`config.mk`:
```
export PLATFORM = sky130hd
export DESIGN_NAME = mframe_pulse_gen
export DESIGN_NICKNAME = d
export VERILOG_FILES = /design/src/rtl/mframe_pkg.sv /design/src/rtl/mf_ctrl_reg.sv /design/src/rtl/mf_frame_counter.sv /design/src/rtl/mf_ext_sync.sv /design/src/rtl/mframe_pulse_gen.sv
export SDC_FILE = /design/constraint.sdc
export NUM_CORES = 1
export LEC_CHECK = 0
export BUFFER_PORTS_ARGS = -buffer_cell sky130_fd_sc_hd__buf_4
export CAP_MARGIN = 30
export CORE_MARGIN = 8
export CORE_UTILIZATION = 40
export CTS_BUF_LIST = sky130_fd_sc_hd__clkbuf_8
export CTS_CLUSTER_SIZE = 28
export DETAILED_ROUTE_END_ITERATION = 10
export HOLD_SLACK_MARGIN = 0.08
export PLACE_DENSITY = 0.66
export SYNTH_ARGS = -nofsm -noshare
export SYNTH_HDL_FRONTEND = slang
export SYNTH_SLANG_ARGS = --single-unit
```
`constraint.sdc`:
```
create_clock -name clk -period 1.45 [get_ports clk]
set_input_delay 0.3625 -clock clk [delete_from_list [all_inputs] [get_ports clk]]
set_output_delay 0.3625 -clock clk [all_outputs]
set_load 0.005 [all_outputs]
```
`src/rtl/mframe_pkg.sv`:
```
// Shared constants and the control register layout for the multiframe
// pulse generator. Assumes one frame strobe per 125 us.
package mframe_pkg;
    localparam int FRAMES_PER_MF = 48;
    localparam int OFFSET_W      = 6;
    localparam int CTRL_W        = 8;
    localparam int SYNC_STAGES   = 2;

    typedef struct packed {
        logic                rsvd;       // always 0
        logic                ext_mode;   // 1 = external pulse source
        logic [OFFSET_W-1:0] offset;     // phase offset in frames
    } ctrl_t;
endpackage

```
`src/rtl/mf_ctrl_reg.sv`:
```
// Control register: stores bits 6:0 on a write strobe, forces bit 7 to 0.
// Assumes writes are synchronous single-cycle strobes.
module mf_ctrl_reg
    import mframe_pkg::*;
(
    input  logic              clk,
    input  logic              rst_n,
    input  logic              wr_en,
    input  logic [CTRL_W-1:0] wr_data,
    output ctrl_t             ctrl_q
);
    // Register update on write, cleared by reset.
    always_ff @(posedge clk) begin
        if (!rst_n)
            ctrl_q <= '0;
        else if (wr_en)
            ctrl_q <= {1'b0, wr_data[CTRL_W-2:0]};
    end

    a_r6_write_taken: assert property (@(posedge clk) disable iff (!rst_n)
        wr_en |=> (ctrl_q[CTRL_W-2:0] == $past(wr_data[CTRL_W-2:0])));
    a_r6_rsvd_ignored: assert property (@(posedge clk) disable iff (!rst_n)
        (wr_en && wr_data[CTRL_W-1]) |=> (ctrl_q.rsvd == 1'b0));
endmodule

```
`src/rtl/mf_frame_counter.sv`:
```
// Frame counter modulo FRAMES and internal pulse placement.
// The requested offset is latched only at the counter wrap. Codes at or
// above FRAMES count as offset 0. Assumes fs_tick is a one-cycle strobe.
module mf_frame_counter #(
    parameter int FRAMES = 48,
    parameter int OFF_W  = 6
) (
    input  logic             clk,
    input  logic             rst_n,
    input  logic             fs_tick,
    input  logic [OFF_W-1:0] offset_req,
    output logic             mf_int
);
    localparam int CNT_W = $clog2(FRAMES);

    logic [CNT_W-1:0] cnt_q;
    logic [CNT_W-1:0] off_act_q;
    logic [CNT_W-1:0] off_eff;
    logic             wrap;

    // Wrap happens on the strobe that closes the last frame.
    assign wrap = fs_tick && (cnt_q == CNT_W'(FRAMES - 1));

    // Map reserved offset codes to zero.
    always_comb begin
        if (offset_req < OFF_W'(FRAMES))
            off_eff = CNT_W'(offset_req);
        else
            off_eff = '0;
    end

    // Frame count: advance on each strobe, wrap to zero.
    always_ff @(posedge clk) begin
        if (!rst_n)
            cnt_q <= '0;
        else if (fs_tick)
            cnt_q <= wrap ? '0 : cnt_q + 1'b1;
    end

    // Active offset: take the requested one only at a wrap.
    always_ff @(posedge clk) begin
        if (!rst_n)
            off_act_q <= '0;
        else if (wrap)
            off_act_q <= off_eff;
    end

    assign mf_int = (cnt_q == off_act_q);

    a_r2_cnt_range: assert property (@(posedge clk) disable iff (!rst_n)
        cnt_q < CNT_W'(FRAMES));
    a_r2_cnt_holds: assert property (@(posedge clk) disable iff (!rst_n)
        !fs_tick |=> $stable(cnt_q));
    a_r2_wraps_to_zero: assert property (@(posedge clk) disable iff (!rst_n)
        (fs_tick && cnt_q == CNT_W'(FRAMES - 1)) |=> (cnt_q == '0));
    a_r5_offset_held: assert property (@(posedge clk) disable iff (!rst_n)
        !(fs_tick && cnt_q == CNT_W'(FRAMES - 1)) |=> $stable(off_act_q));
    a_r4_offset_legal: assert property (@(posedge clk) disable iff (!rst_n)
        off_act_q < CNT_W'(FRAMES));
endmodule

```
`src/rtl/mf_ext_sync.sv`:
```
// Synchroniser chain plus rising-edge detector for the external pulse.
// Assumes the external pulse stays high longer than one clock period.
module mf_ext_sync #(
    parameter int STAGES = 2
) (
    input  logic clk,
    input  logic rst_n,
    input  logic ext_in,
    output logic rise
);
    logic [STAGES-1:0] sync_q;
    logic              last_q;

    // Shift the asynchronous input through the synchroniser stages.
    always_ff @(posedge clk) begin
        if (!rst_n)
            sync_q <= '0;
        else
            sync_q <= {sync_q[STAGES-2:0], ext_in};
    end

    // Remember the previous synchronised level for edge detection.
    always_ff @(posedge clk) begin
        if (!rst_n)
            last_q <= 1'b0;
        else
            last_q <= sync_q[STAGES-1];
    end

    assign rise = sync_q[STAGES-1] & ~last_q;

    a_r7_rise_one_cycle: assert property (@(posedge clk) disable iff (!rst_n)
        rise |=> !rise);
endmodule

```
`src/rtl/mframe_pulse_gen.sv`:
```
// Top level: control register, frame counter and external synchroniser.
// Selects the pulse source and drives the active-low mode pin.
// Assumes fs_tick is synchronous to clk.
module mframe_pulse_gen
    import mframe_pkg::*;
(
    input  logic              clk,
    input  logic              rst_n,
    input  logic              fs_tick,
    input  logic              ext_mf_in,
    input  logic              reg_wr_en,
    input  logic [CTRL_W-1:0] reg_wr_data,
    output logic [CTRL_W-1:0] reg_rd_data,
    output logic              mf_pulse,
    output logic              mode_n
);
    ctrl_t ctrl;
    logic  mf_int;
    logic  ext_rise;

    mf_ctrl_reg i_ctrl (
        .clk     (clk),
        .rst_n   (rst_n),
        .wr_en   (reg_wr_en),
        .wr_data (reg_wr_data),
        .ctrl_q  (ctrl)
    );

    mf_frame_counter #(
        .FRAMES (FRAMES_PER_MF),
        .OFF_W  (OFFSET_W)
    ) i_cnt (
        .clk        (clk),
        .rst_n      (rst_n),
        .fs_tick    (fs_tick),
        .offset_req (ctrl.offset),
        .mf_int     (mf_int)
    );

    mf_ext_sync #(
        .STAGES (SYNC_STAGES)
    ) i_sync (
        .clk    (clk),
        .rst_n  (rst_n),
        .ext_in (ext_mf_in),
        .rise   (ext_rise)
    );

    // Source select and mode pin.
    assign reg_rd_data = ctrl;
    assign mf_pulse    = ctrl.ext_mode ? ext_rise : mf_int;
    assign mode_n      = ~ctrl.ext_mode;

    a_r7_ext_pulse_narrow: assert property (@(posedge clk) disable iff (!rst_n)
        (!mode_n && mf_pulse) |=> (!mf_pulse || mode_n));
    a_r8_ext_follows_edge: assert property (@(posedge clk) disable iff (!rst_n)
        (!mode_n && mf_pulse) |-> ext_rise);
endmodule

```
# Yosys cells after proc, flatten, opt, wreduce, memory -nomap -nowiden
# Cells that the tools add are included.
# op_classes
reduce_logical,1
multipliers,0
shifts,0
div,0
n_addsub,1
n_eq_ne,2
order_cmp,1
bitwise_logic,3
n_mux,3
# op_table
operator,n
$mux 6,2
$add 6x1->6 const B,1
$eq 6x6->1,1
$eq 6x6->1 const B,1
$lt 6x6->1 const B,1
$not 1->1,2
$and 1x1->1,1
$logic_and 1x1->1,1
$mux 1,1
# totals
ramBits,0
ff_bits,22
inputBits,13
memories,0
wordCells,17
rom_bits,0
latch_bits,0

# Depth between registers and ports, before layout
# depth
depth_word,3
ltp_mapped,5
ltp_nobuf,4

# Hierarchy
# Synthesis repeated with hierarchy kept, for this count alone.
# hier_totals
hier_cells,103
area_unflattened_um2,989.7
# by_module_without_submodules
module,seq_area_each_um2,instances,cells_per_inst,area_per_inst_um2
mf_frame_counter,240.2,1,70,601.8
mf_ctrl_reg,140.1,1,24,276.5
mf_ext_sync,60.1,1,7,92.6
mframe_pulse_gen,0.0,1,2,18.8

# Least setup slack after synthesis
# Ideal clock, no wire load.
# synth_timing
path_kind,register to register
startpoint,reg i_cnt.cnt_q[0]
endpoint,reg i_cnt.off_act_q[4]
period_less_slack_ns,1.297
setup_ns,0.072
t_arrival_ns,1.226
n_path_buf,1
path_slack_ns,0.153
path_stages_with_launch,6
path_cell_list,dfxtp_1 > ha_1 > and3b_1 > clkbuf_1 > nand4b_1 > a21oi_1
# synth_via
elab_chain_len,2
# synth_lines
element,line_no,text
from (decl),mf_frame_counter.sv:16,logic [CNT_W-1:0] cnt_q;
from (signal assigned),mf_frame_counter.sv:37,cnt_q <= wrap ? '0 : cnt_q + 1'b1;
$eq 6x6->1,mf_frame_counter.sv:22,assign wrap = fs_tick && (cnt_q == CNT_W'(FRAMES - 1));
$logic_and 1x1->1,mf_frame_counter.sv:22,
to (signal assigned),mf_frame_counter.sv:43,off_act_q <= '0;
to (signal assigned),mf_frame_counter.sv:45,off_act_q <= off_eff;
to (decl),mf_frame_counter.sv:17,logic [CNT_W-1:0] off_act_q;
# No other way between the ends.
# A chain may end at the register's enable or synchronous reset.

# Final worst setup path
# layout_timing
startpoint,reg i_cnt.cnt_q[5]
endpoint,out mf_pulse
# layout_via
elab_chain_len,2
# layout_lines
element,line_no,text
$eq 6x6->1,mf_frame_counter.sv:48,assign mf_int = (cnt_q == off_act_q);
$mux 1,mframe_pulse_gen.sv:51,assign mf_pulse = ctrl.ext_mode ? ext_rise : mf_int;
to (decl),mframe_pulse_gen.sv:14,"output logic mf_pulse,"
# No other way between the ends.

==> impl_results.md <==
- Status: finished with violations
- Failing checks: setup timing
- Syn_nets: 117
- Cells after Synth: 103
- Yosys reg bits: 22
- Row count: 17
- Post-synthesis mux area share: 8.47%
- Synthesized area per cell: 9.18 sq um
- CP Capture Type: output pin
- Fin Clk Skew: between 0.0015 and 0.002 ns
- Most common cell after layout, fill and taps aside: buf_4
- Die Width: 64.6 microns
- Setup ws final: -0.105 ns
- Post-synthesis adder-cell area fraction: 1.32%
- CTS H-tree lvls: 1
- Post-synth ARST share: 0%
- WHS Path Cells: 2
- Pin count of the biggest net entering global routing: 14
- Clock sinks: 22
- Die area: 4180 sq um
- Vias: 810
- R2R Setup Slk: 0.12 ns
- # nets final: ~140
- Max_cap viols: 0
- Detailed Route WL: ~2100 microns
- Worst-case clock buffer depth: 2
- Post-Syn Area: between 900 and 1000 sq um
- Post-Synth Simple-Gate Area: 20.9%
- Hold Crit Class: input port to flop
- Most used DFF post-synth: dfxtp_1
- Non-filler cells, final: roughly 160
- CP top delay family: flip-flops
- Wire length on met3: 94 microns
- Post-synth EDFFs: 0
- Boundary Pins: 23
- Root buf cell: clkbuf_8
- Total power: 1330 uW
- Post-route antenna net violation count: 0
- Final Hold Slack: between 0.3 and 0.4 ns
- Setup TNS Final: -0.105 ns
- Vias/cell: 5.16
- DR pass1 iterations: 4
- RR Startpoint: i_cnt.cnt_q[0]$_SDFFE_PN0P_
- Fmax: 643 MHz
- Slowest cell on crit path: dfxtp_2
- Initial antenna violation count: 0
- Worst setup SP type: flop
- GP Congestion: 0.779
- Dpl ws: 0.0684 ns
- CP arrival: approximately 1.2 ns
- Max FO, Critical Path: 7
- Pleak: 0.000511 uW
- Vias in the first global route: roughly 790
- Tmin final: approximately 1.6 ns
- Max Slew Vio Count: 0
- Setup Crit Path Kind: flop to output pin
- RSZ-0062 raised after global routing: true
- Top routing layer used: met4
- Post-CTS Hold Fix Bufs: 0
- Final worst-path cycle share: 107%
- Core Area: roughly 2200 sq um
- Post-synthesis sequential area ratio: 46.6%
- Worst-path cell chain: xnor2_1, nand3_1, o22ai_1, buf_4
- Avg WL per Cell: 13.4 microns
- CTS tree: done
- DRT iter0 DRCs: 16
- XOR/XNOR Fraction of Synth Area: 7.41%
- Metal1 wirelength: 938 microns
- Critical Path RT: 1.09 ns
- Share of cells above drive strength 1: 33.3%
- Hpwl dp: 1510 microns
- Global-route wire length before repair: around 3400 microns
- Buf/Inv on CP: 1
- Layout area overhead: 34.8%
- Met2 wire len: around 1000 microns
- Hold Path Origin: ext_mf_in
- Total gr overflow: 0
- DR DRC count: 0
- Worst Reg2Reg Path Length in Cells: 5
- FF-to-FF End: i_cnt.off_act_q[4]$_SDFFE_PN0P_
- Placed cells: 149
- Yosys warns: 0
- Power per Cell Area: 1040 nW/um^2
- Largest family of logic cells by synthesized area: simple AND/OR/NAND/NOR gates
- Gr usage total: 10.1%
- Starting Density: 42.4%
- Setup violators final: 1
- Port Buffers: 20
- Synth Area in Compound Gates: about 11%
- Fillers: a little over 200
- Die Y: around 65 microns
- Ant. Diodes: 0
- Worst-Skew Late Latency: ~0.26 ns
- VDD IR max: 691 uV
- Commonest non-fill, non-tap cells in the layout: buf_4 (27), dfxtp_1 (14), nor2_1 (10)
- Hold Violations, Final: 0
- TritonCTS Buffers: 3
- CP max stage delay: 0.40 ns
- CTS clk-pin slew, worst paths: roughly 0.080 ns
- Distinct cells, synth: 31
- Worst Hold End: i_sync.sync_q[0]$_SDFF_PN0_
[flip-flops by register name (all words and copies together) (netlist names)]
signal / flops
i_ctrl.ctrl_q: 7
i_cnt.cnt_q: 6
i_sync.last_q: 1
i_cnt.off_act_q: 6
i_sync.sync_q: 2
[worst register-to-register path: cells and delay by family (launching register included)]
kind / cells / cell delay [ns]
buf+inv: 1 / 0.13
compound gates: 1 / 0.15
fa+ha+maj: 1 / 0.19
flops: 1 / 0.36
simple gates: 2 / 0.45
[power by group]
part	leakage (uW)	total, uW	switching [uW]	internal, uW
sequential	0.000185	635	17.3	618
combinational	0.000291	123	50.3	72.4
clock	0.0000357	568	199	369
[area by class of cell]
cell class                 count  area [sq um]  share of cell area [%]
clock buffer                   3          41.3                    3.24
clock inverter                 1          30.0                    2.36
tap                           28          35.0                    2.75
inverter                       3          11.3                   0.883
timing repair buffer          27           203                    15.9
sequential                    22           460                    36.1
multi-input combinational     73           494                    38.8
[synthesized netlist by cell type (2+ instances only)]
cell       n  area (sq um)
a21oi_1    8          40.0
and2_1     3          18.8
clkbuf_1   3          11.3
dfxtp_1   22           440
inv_1      2          7.51
mux2i_1    8          80.1
nand2_1    4          15.0
nand3_1    2          10.0
nand4_1    6          37.5
nand4b_1   2          17.5
nor2_1    10          37.5
o21ai_0    8          40.0
xnor2_1    6          52.6
xor2_1     2          17.5
[cells by family after synthesis]
| family | count (synthesis) |
|---|---|
| AND/OR/NAND/NOR | 35 |
| flip-flops | 22 |
| AO/OA/AOI/OAI | 20 |
| XOR/XNOR | 8 |
| multiplexers | 8 |
| buffers and inverters | 8 |
| adder cells (fa/ha/maj) | 1 |
| other | 1 |
[metal layers]
| layer | global-route usage, % | up-vias |
|---|---|---|
| li1 | - | 409 |
| met3 | 2.58 | 5 |
| met4 | 7.08 | 0 |
| met2 | 16.0 | 19 |
| met5 | 0 | - |
| met1 | 11.6 | 377 |
[how the worst max path moves through the flow]
stage                                    startpoint  cells after the start                         endpoint  slack [ns]
finish                  i_cnt.cnt_q[5]$_SDFFE_PN0P_                      4                         mf_pulse       -0.10
global placement        i_cnt.cnt_q[0]$_SDFFE_PN0P_                      4                         mf_pulse        0.08
floorplan               i_cnt.cnt_q[0]$_SDFFE_PN0P_                      5  i_cnt.off_act_q[4]$_SDFFE_PN0P_        0.15
detailed placement      i_cnt.cnt_q[0]$_SDFFE_PN0P_                      4                         mf_pulse        0.07
global route        i_cnt.off_act_q[3]$_SDFFE_PN0P_                      4                         mf_pulse       -0.18
CTS                 i_cnt.off_act_q[2]$_SDFFE_PN0P_                      4                         mf_pulse       -0.12
[metrics by stage]
stage	instance area [sq um]	utilization [%]
2_1_floorplan	946	-
3_3_place_gp	1130	50.6
3_5_place_dp	1130	50.6
4_1_cts	1270	57.1
5_1_grt	1270	57.1
6_report	1270	57.1
[repair_timing]
item	4_1_cts	5_1_grt
gates resized for setup	15	0
cloned	0	0
setup endpoints to repair	1	1
setup buffers	4	0
pin swaps	4	0
Power figures use the tool's default switching activity.
